--- src/rtl/prod_mul_pkg.sv ---
package prod_mul_pkg;
  typedef enum logic [2:0] {
    MODE_MUL_S   = 3'b000,
    MODE_MUL_U   = 3'b001,
    MODE_SQR_ADD = 3'b010,
    MODE_SQR_SUB = 3'b011,
    MODE_MUL_IMM = 3'b100
  } mode_e;

  typedef enum logic [1:0] {
    ACC_NONE = 2'b00,
    ACC_ADD  = 2'b01,
    ACC_SUB  = 2'b10
  } acc_cmd_e;

  typedef enum logic [1:0] {
    PM_NONE  = 2'b00,
    PM_SHL_A = 2'b01,
    PM_SHL_B = 2'b10,
    PM_SHR_C = 2'b11
  } pm_e;
endpackage

--- src/rtl/prod_operand_sel.sv ---
module prod_operand_sel
  import prod_mul_pkg::*;
#(
  parameter int DATA_W = 16
) (
  input  logic [2:0]        mode_i,
  input  logic [DATA_W-1:0] tmp_i,
  input  logic [DATA_W-1:0] data_i,
  input  logic [DATA_W-1:0] imm_i,
  output logic              known_o,
  output logic [DATA_W-1:0] a_o,
  output logic [DATA_W-1:0] b_o,
  output logic              signed_o,
  output logic [1:0]        acc_o
);
  always_comb begin
    known_o  = 1'b1;
    a_o      = tmp_i;
    b_o      = data_i;
    signed_o = 1'b1;
    acc_o    = ACC_NONE;
    unique case (mode_i)
      MODE_MUL_S: ;
      MODE_MUL_U: signed_o = 1'b0;
      MODE_SQR_ADD: begin
        a_o   = data_i;
        acc_o = ACC_ADD;
      end
      MODE_SQR_SUB: begin
        a_o   = data_i;
        acc_o = ACC_SUB;
      end
      MODE_MUL_IMM: b_o = imm_i;
      default: known_o = 1'b0;
    endcase
  end
endmodule

--- src/rtl/prod_mult.sv ---
module prod_mult #(
  parameter int DATA_W = 16,
  localparam int PROD_W = 2 * DATA_W,
  localparam int EXT_W  = DATA_W + 1,
  localparam int FULL_W = 2 * EXT_W
) (
  input  logic [DATA_W-1:0] a_i,
  input  logic [DATA_W-1:0] b_i,
  input  logic              signed_i,
  output logic [PROD_W-1:0] prod_o
);
  logic [EXT_W-1:0]  a_x, b_x;
  logic [FULL_W-1:0] full;

  // one extra bit makes a single signed array serve both signednesses
  assign a_x  = {signed_i & a_i[DATA_W-1], a_i};
  assign b_x  = {signed_i & b_i[DATA_W-1], b_i};
  assign full = $signed({{EXT_W{a_x[EXT_W-1]}}, a_x}) *
                $signed({{EXT_W{b_x[EXT_W-1]}}, b_x});
  assign prod_o = full[PROD_W-1:0];
endmodule

--- src/rtl/prod_scaler.sv ---
module prod_scaler
  import prod_mul_pkg::*;
#(
  parameter int PROD_W = 32,
  parameter int SHL_A  = 1,
  parameter int SHL_B  = 4,
  parameter int SHR_C  = 6
) (
  input  logic [1:0]        pm_i,
  input  logic [PROD_W-1:0] prod_i,
  output logic [PROD_W-1:0] scaled_o
);
  logic signed [PROD_W-1:0] prod_s;
  assign prod_s = $signed(prod_i);

  always_comb begin
    unique case (pm_i)
      PM_SHL_A: scaled_o = prod_i << SHL_A;
      PM_SHL_B: scaled_o = prod_i << SHL_B;
      PM_SHR_C: scaled_o = $unsigned(prod_s >>> SHR_C);
      default:  scaled_o = prod_i;
    endcase
  end
endmodule

--- src/rtl/prod_mul_unit.sv ---
module prod_mul_unit
  import prod_mul_pkg::*;
#(
  parameter int DATA_W = 16,
  parameter int SHL_A  = 1,
  parameter int SHL_B  = 4,
  parameter int SHR_C  = 6,
  localparam int PROD_W = 2 * DATA_W
) (
  input  logic              clk_i,
  input  logic              rst_ni,
  input  logic              tmp_we_i,
  input  logic              op_valid_i,
  input  logic [2:0]        op_mode_i,
  input  logic [DATA_W-1:0] data_i,
  input  logic [DATA_W-1:0] imm_i,
  input  logic              hi_load_i,
  input  logic [DATA_W-1:0] hi_data_i,
  input  logic [1:0]        pm_i,
  output logic [DATA_W-1:0] prod_hi_o,
  output logic [DATA_W-1:0] prod_lo_o,
  output logic [1:0]        acc_cmd_o
);
  logic [DATA_W-1:0] tmp_q;
  logic [PROD_W-1:0] prod_q, prod_d, mul_res, scaled;
  logic [DATA_W-1:0] op_a, op_b;
  logic              op_known, op_signed;
  logic [1:0]        op_acc, acc_q;
  logic              op_fire;

  prod_operand_sel #(.DATA_W(DATA_W)) u_sel (
    .mode_i  (op_mode_i),
    .tmp_i   (tmp_q),
    .data_i  (data_i),
    .imm_i   (imm_i),
    .known_o (op_known),
    .a_o     (op_a),
    .b_o     (op_b),
    .signed_o(op_signed),
    .acc_o   (op_acc)
  );

  prod_mult #(.DATA_W(DATA_W)) u_mult (
    .a_i     (op_a),
    .b_i     (op_b),
    .signed_i(op_signed),
    .prod_o  (mul_res)
  );

  prod_scaler #(
    .PROD_W(PROD_W), .SHL_A(SHL_A), .SHL_B(SHL_B), .SHR_C(SHR_C)
  ) u_scale (
    .pm_i    (pm_i),
    .prod_i  (prod_q),
    .scaled_o(scaled)
  );

  assign op_fire = op_valid_i & op_known;

  always_comb begin
    prod_d = prod_q;
    if (op_fire) prod_d = mul_res;
    if (hi_load_i) prod_d[PROD_W-1:DATA_W] = hi_data_i;
  end

  always_ff @(posedge clk_i or negedge rst_ni) begin
    if (!rst_ni) begin
      tmp_q  <= '0;
      prod_q <= '0;
      acc_q  <= ACC_NONE;
    end else begin
      if (tmp_we_i) tmp_q <= data_i;
      prod_q <= prod_d;
      acc_q  <= op_fire ? op_acc : ACC_NONE;
    end
  end

  assign prod_hi_o = scaled[PROD_W-1:DATA_W];
  assign prod_lo_o = scaled[DATA_W-1:0];
  assign acc_cmd_o = acc_q;

  // idle or unknown mode without a high load keeps the product
  assert_prod_hold_R6: assert property (@(posedge clk_i) disable iff (!rst_ni)
    (!(op_valid_i && op_known) && !hi_load_i) |=> $stable(prod_q));

  // high load alone touches only the upper half
  assert_hi_load_R9: assert property (@(posedge clk_i) disable iff (!rst_ni)
    (hi_load_i && !op_valid_i) |=>
      (prod_q[DATA_W-1:0] == $past(prod_q[DATA_W-1:0])) &&
      (prod_q[PROD_W-1:DATA_W] == $past(hi_data_i)));

  // multiply by immediate zero clears
  assert_imm_zero_R5: assert property (@(posedge clk_i) disable iff (!rst_ni)
    (op_valid_i && op_mode_i == MODE_MUL_IMM && imm_i == '0 && !hi_load_i)
      |=> prod_q == '0);

  // a square is never negative
  assert_square_pos_R4: assert property (@(posedge clk_i) disable iff (!rst_ni)
    (op_valid_i && (op_mode_i == MODE_SQR_ADD || op_mode_i == MODE_SQR_SUB)
      && !hi_load_i) |=> !prod_q[PROD_W-1]);

  // subtract directive follows a square-subtract strobe
  assert_acc_sub_R4: assert property (@(posedge clk_i) disable iff (!rst_ni)
    (op_valid_i && op_mode_i == MODE_SQR_SUB) |=> acc_cmd_o == ACC_SUB);

  // right-shift readout replicates the sign into the top bits
  assert_shr_sign_R7: assert property (@(posedge clk_i) disable iff (!rst_ni)
    (pm_i == PM_SHR_C) |->
      prod_hi_o[DATA_W-1 -: SHR_C+1] == {(SHR_C+1){prod_q[PROD_W-1]}});
endmodule

--- config.mk ---
export PLATFORM = sky130hd
export DESIGN_NAME = prod_mul_unit
export DESIGN_NICKNAME = d
export VERILOG_FILES = /design/src/rtl/prod_mul_pkg.sv /design/src/rtl/prod_operand_sel.sv /design/src/rtl/prod_mult.sv /design/src/rtl/prod_scaler.sv /design/src/rtl/prod_mul_unit.sv
export SDC_FILE = /design/constraint.sdc
export NUM_CORES = 1
export LEC_CHECK = 0
export BUFFER_PORTS_ARGS = -buffer_cell sky130_fd_sc_hd__buf_2
export CORE_UTILIZATION = 30
export DETAILED_ROUTE_END_ITERATION = 8
export HOLD_SLACK_MARGIN = 0.05
export SLEW_MARGIN = 10
export SYNTH_ARGS = -nofsm -noshare
export SYNTH_HDL_FRONTEND = slang
export SYNTH_SLANG_ARGS = --single-unit
--- constraint.sdc ---
create_clock -name clk_i -period 12.53 [get_ports clk_i]
set_input_delay 2.506 -clock clk_i [delete_from_list [all_inputs] [get_ports clk_i]]
set_output_delay 2.506 -clock clk_i [all_outputs]
set_load 0.02 [all_outputs]
# Yosys cells after proc, flatten, opt, wreduce, memory -nomap -nowiden
# Index checks and enable logic that the tools add are counted.
# totals
regBits	50
input_bits	58
wordCells	28
output_inout_bits	34
# op_classes
muxes	9
eq_ne	7
reduce_logical	4
mul	1
bitwise_logic	3
# ops
cell	count
32-bit case mux with 3 select lines	1
16-bit two-way mux	3
17-bit by 17-bit multiplier with 32-bit output	1
32-bit two-way mux	1
3-bit by 2-bit == test with 1-bit output (second input constant)	2
5-bit OR reduction	1
2-bit == test (second input constant)	2
2-bit case mux with 2 select lines	1
1-bit bitwise AND	3
3-bit by 1-bit == test with 1-bit output (second input constant)	1
3-bit == test (second input constant)	1
3-bit logical NOT	1
2-bit by 1-bit == test with 1-bit output (second input constant)	1
1-bit two-way mux	2
2-bit two-way mux	1
2-bit nonzero test	1
2-bit OR reduction	1

# Depth between registers and ports, before layout
# logic_depth
ltp_word	7
depth_mapped	28
mapped_depth_nobuf	27

# Hierarchy
# Synthesis repeated with hierarchy kept, for this count alone.
# unflattened
cells_unflattened	1445
hier_area_um2	14168.6
# modules_own_cells
mod	cells_per_inst	instances	area_each_um2	seq_area_each_um2
prod_mult	1189	1	10592.7	0.0
prod_mul_unit	164	1	2303.5	1251.2
prod_scaler	50	1	825.8	0.0
prod_operand_sel	42	1	446.7	0.0

# Worst setup path before layout
# Ideal clock, no wire load.
# synth_timing
kind	input to register
from	input op_mode_i[1]
to	register prod_q[31]
cell_stages	25
arrival_ns	9.151
required_ns	12.388
setup_time_ns	0.142
slack_ns	3.237
path_buffers	2
path_cell_list	nor3b_1 -> buf_2 -> buf_1 -> mux2i_1 -> nor2_1 -> fa_1 -> inv_1 -> fa_1 -> fa_1 -> inv_1 -> fa_1 -> inv_1 -> fa_1 -> fa_1 -> inv_1 -> ha_1 -> and3_4 -> nand2_2 -> or4b_4 -> a211oi_2 -> o21ai_1 -> a21oi_2 -> a31oi_1 -> xnor2_1 -> o221ai_1
# synth_between
elab_chain_cells	7
word_cells_on_any_way	18
cone_classes	1 x mul; 4 x eq/ne; 6 x mux; 3 x bitwise; 4 x reduce/logical
# synth_rtl
element	line_no	source
start, declared	prod_mul_unit.sv:14	input logic [2:0] op_mode_i,
3-bit by 2-bit == test with 1-bit output	prod_operand_sel.sv:22	unique case (mode_i)
2-bit OR reduction (no line)	n/a	
16-bit two-way mux	prod_operand_sel.sv:22	
1-bit bitwise AND	prod_mult.sv:16	assign a_x = {signed_i & a_i[DATA_W-1], a_i};
17-bit by 17-bit multiplier with 32-bit output	prod_mult.sv:18	assign full = $signed({{EXT_W{a_x[EXT_W-1]}}, a_x}) *
32-bit two-way mux	prod_mul_unit.sv:62	if (op_fire) prod_d = mul_res;
16-bit two-way mux	prod_mul_unit.sv:63	if (hi_load_i) prod_d[PROD_W-1:DATA_W] = hi_data_i;
end signal, assigned	prod_mul_unit.sv:73	prod_q <= prod_d;
end, declared	prod_mul_unit.sv:25	logic [PROD_W-1:0] prod_q, prod_d, mul_res, scaled;
# Several ways; a longest one is shown, not always the timed one. The select of a mux whose other input is x is not followed.
# A chain may end at the register's enable or synchronous reset.

# Final worst setup path
# Same ends and word-level chain as after synthesis.

==> flow_summary.toml <==
[status]
outcome = "finished clean"

[sta]
timing.final.crit_share_pct = 78.5
worst_slew_margin_rel_pct = 26.9
finalHoldViolations = 0
finalSetupViolations = 0
fmax_mhz = 102
worst_pin_slew_ps = 1070
rsz_0062_raised_after_global_routing = "no"
fin_crit_ps = 9830
worst_clock_skew_ps = 12.3
tns_ps = 0
timing.final.max_slew_violations = 0

[global_route]
globalRoute.totalOverflow = 0
grt_pass1_vias = 10326
global_route_usage_sum_pct = 16.7
grt_max_degree = 53
first_pass_grt_wire_length_um = 57100
antenna_found_initial = 3

[clocking]
clock_tree_sinks = 50
number_of_hold_buffers_added_after_cts = 0
cts_made_buffers = 5
clock_tree.buffer_depth = 2
cts_resized = 0
clk_latency_ps = 320
cts_setup_buffers = 0
clk_root_buffer_cell = "sky130_fd_sc_hd__clkbuf_16"
tritoncts = "yes"
cts_max_level = 2
worst_setup_hold_path_clk_slew_ps = 80

[logic_synthesis]
post_synthesis_share_of_cell_area_spent_on_and_or_nand_and_nor_gates_pct = 11.9
postSynthRegisterBits = 50
yosys_warnings = 0
netlist-cell-type-count = 51
synthesis.nets = 1829
synth_enable_flop_cells = 0
synth_sequential_area_ratio_pct = 9.38
synth_adder_area_share_pct = 50.0
synth_top_family_by_area = "adder cells"
synthFlopType = "sky130_fd_sc_hd__dfrtp_1"
muxShareOfSynthArea_pct = 11.0
synth_compound_area_share_pct = 5.68
syn_area_per_cell_um2 = 9.48
post_synth_inst_count = 1407
synth_xor_area_share_pct = 2.43
post_synth_instance_area_um2 = 13300
synthArstFlopShare_pct = 100

[detailed_routing]
routed-via-count = 9968
drt-vias-per-instance = 4.83
post_drt_wl_per_cell_um = 17.6
detail_route.wirelength_um = 36200
dr.first_iter.drc_count = 643
remaining_drc_errors = 0
drt_pre_antenna_iters = 5
post_route_antenna_net_violation_count = 0

[place]
gp_congestion = 0.925
port_buffer_cells = 91
detailed_place_hpwl_um = 31200

[worst_hold_path]
hp-class = "flip-flop to flip-flop"

[layout]
diodes = 0
layout_commonest_cell = "sky130_fd_sc_hd__inv_1"
final_cell_mix = "sky130_fd_sc_hd__inv_1 (295), sky130_fd_sc_hd__fa_1 (282), sky130_fd_sc_hd__nand2_1 (177)"
final_net_count = 1900
fillerInstances = 4472
flow.area_growth_from_synthesis_pct = 9.97
post_route_cells_drive_above_1_share_pct = 13.9

[critical_path]
slowest_stage = "sky130_fd_sc_hd__mux2i_1"
path_max_fanout = 20
critical_path_buf_inv_count = 6
worst_path_most_repeated_cell = "sky130_fd_sc_hd__fa_1"
timing.setup.critical_path_class = "input port to flip-flop"
worst-endpoint-required_ps = 12710
critPathCaptureType = "flip-flop"
startpoint_type = "input port"
cpLargestDelayFamily = "adder cells"
arrival_ps = 10010
slowest_delay_ps = 750

[floorplanning]
die_span_x_um = 213
core_region_area_um2 = 43500
row_count = 76
die_height_um = 213
floorplan.die_area_um2 = 45300
boundary_pin_count = 92
floorplan.initialDensity_pct = 30.7

[run]
max_cap_violations = 0
[worst reg2reg max path, delay by kind of cell, from the launching register on]
family	cells	cell delay [ps]
AOI/OAI and AO/OA	5	970
xor gates and xnor gates	1	180
adders and majority gates	7	3320
buffers and inverters	4	190
DFF	1	400
muxes	1	760
and+or+nand+nor	4	980
[metrics by stage]
stage,std cells,setup WS [ps],cell area (µm²),util (%),hold slack [ps]
floorplan,1407,3240,13300,-,455
global placement,2056,2390,14500,33.4,485
detailed placement,2056,2390,14500,33.4,485
CTS,2064,2720,14700,33.8,504
global route,2064,2320,14700,33.8,521
finish,2064,2700,14700,33.8,507
[routing by layer]
layer | track usage, % | routed length [µm]
met1 | 22.4 | 14600
met2 | 27.9 | 18100
met3 | 2.44 | 2510
met4 | 4.61 | 952
met5 | 0 | 29
[sequential cells by signal, summed over array words and instances, names as in the netlist]
| signal | count |
|---|---|
| acc_cmd_o | 2 |
| prod_q | 32 |
| tmp_q | 16 |
[final cells by class]
cell class,count,area (µm²),share of cell area [%]
Clock buffer,6,139,0.947
Clock inverter,2,17.5,0.119
Inverter,295,1110,7.55
Multi-Input combinational cell,1017,10800,73.8
Sequential cell,50,1250,8.53
Tap cell,585,732,4.99
Timing Repair Buffer,109,591,4.03
[Yosys cell counts (all sizes together) (25+ instances only)]
| cell | count | share of area [%] |
|---|---|---|
| a21oi | 28 | 1.1 |
| clkbuf | 37 | 1.0 |
| dfrtp | 50 | 9.4 |
| fa | 282 | 42 |
| ha | 82 | 7.7 |
| inv | 295 | 8.3 |
| mux2 | 46 | 3.9 |
| mux2i | 34 | 2.6 |
| mux4 | 27 | 4.6 |
| nand2 | 178 | 5.0 |
| nor2 | 169 | 4.8 |
| o21ai | 36 | 1.4 |
| xnor2 | 25 | 1.6 |
[path summary, 6_finish.rpt]
path | start | end | slack [ps] | depth (start not counted)
min | prod_q[1]$_DFFE_PN0P_ | prod_q[1]$_DFFE_PN0P_ | 510 | 2
max in group asynchronous | rst_ni | prod_q[5]$_DFFE_PN0P_ | 9710 | 2
max reg2reg | tmp_q[7]$_DFFE_PN0P_ | prod_q[31]$_DFFE_PN0P_ | 5580 | 22
max | op_mode_i[1] | prod_q[31]$_DFFE_PN0P_ | 2700 | 25
min in group asynchronous | rst_ni | acc_cmd_o[0]$_DFF_PN0_ | 2330 | 2
min reg2reg | prod_q[1]$_DFFE_PN0P_ | prod_q[1]$_DFFE_PN0P_ | 510 | 2
[cells by family (layout without fill, tap and decap cells)]
group	Yosys count	in the layout
flip-flops	50	50
XOR/XNOR	37	37
buffers and inverters	340	412
AND/OR/NAND/NOR	390	390
AO/OA/AOI/OAI	119	119
adder cells (fa/ha/maj)	364	364
multiplexers	107	107
Power is left out: the tool's default activity adds up to more than one toggle a clock period on the data nets, which glitch-free logic cannot reach.
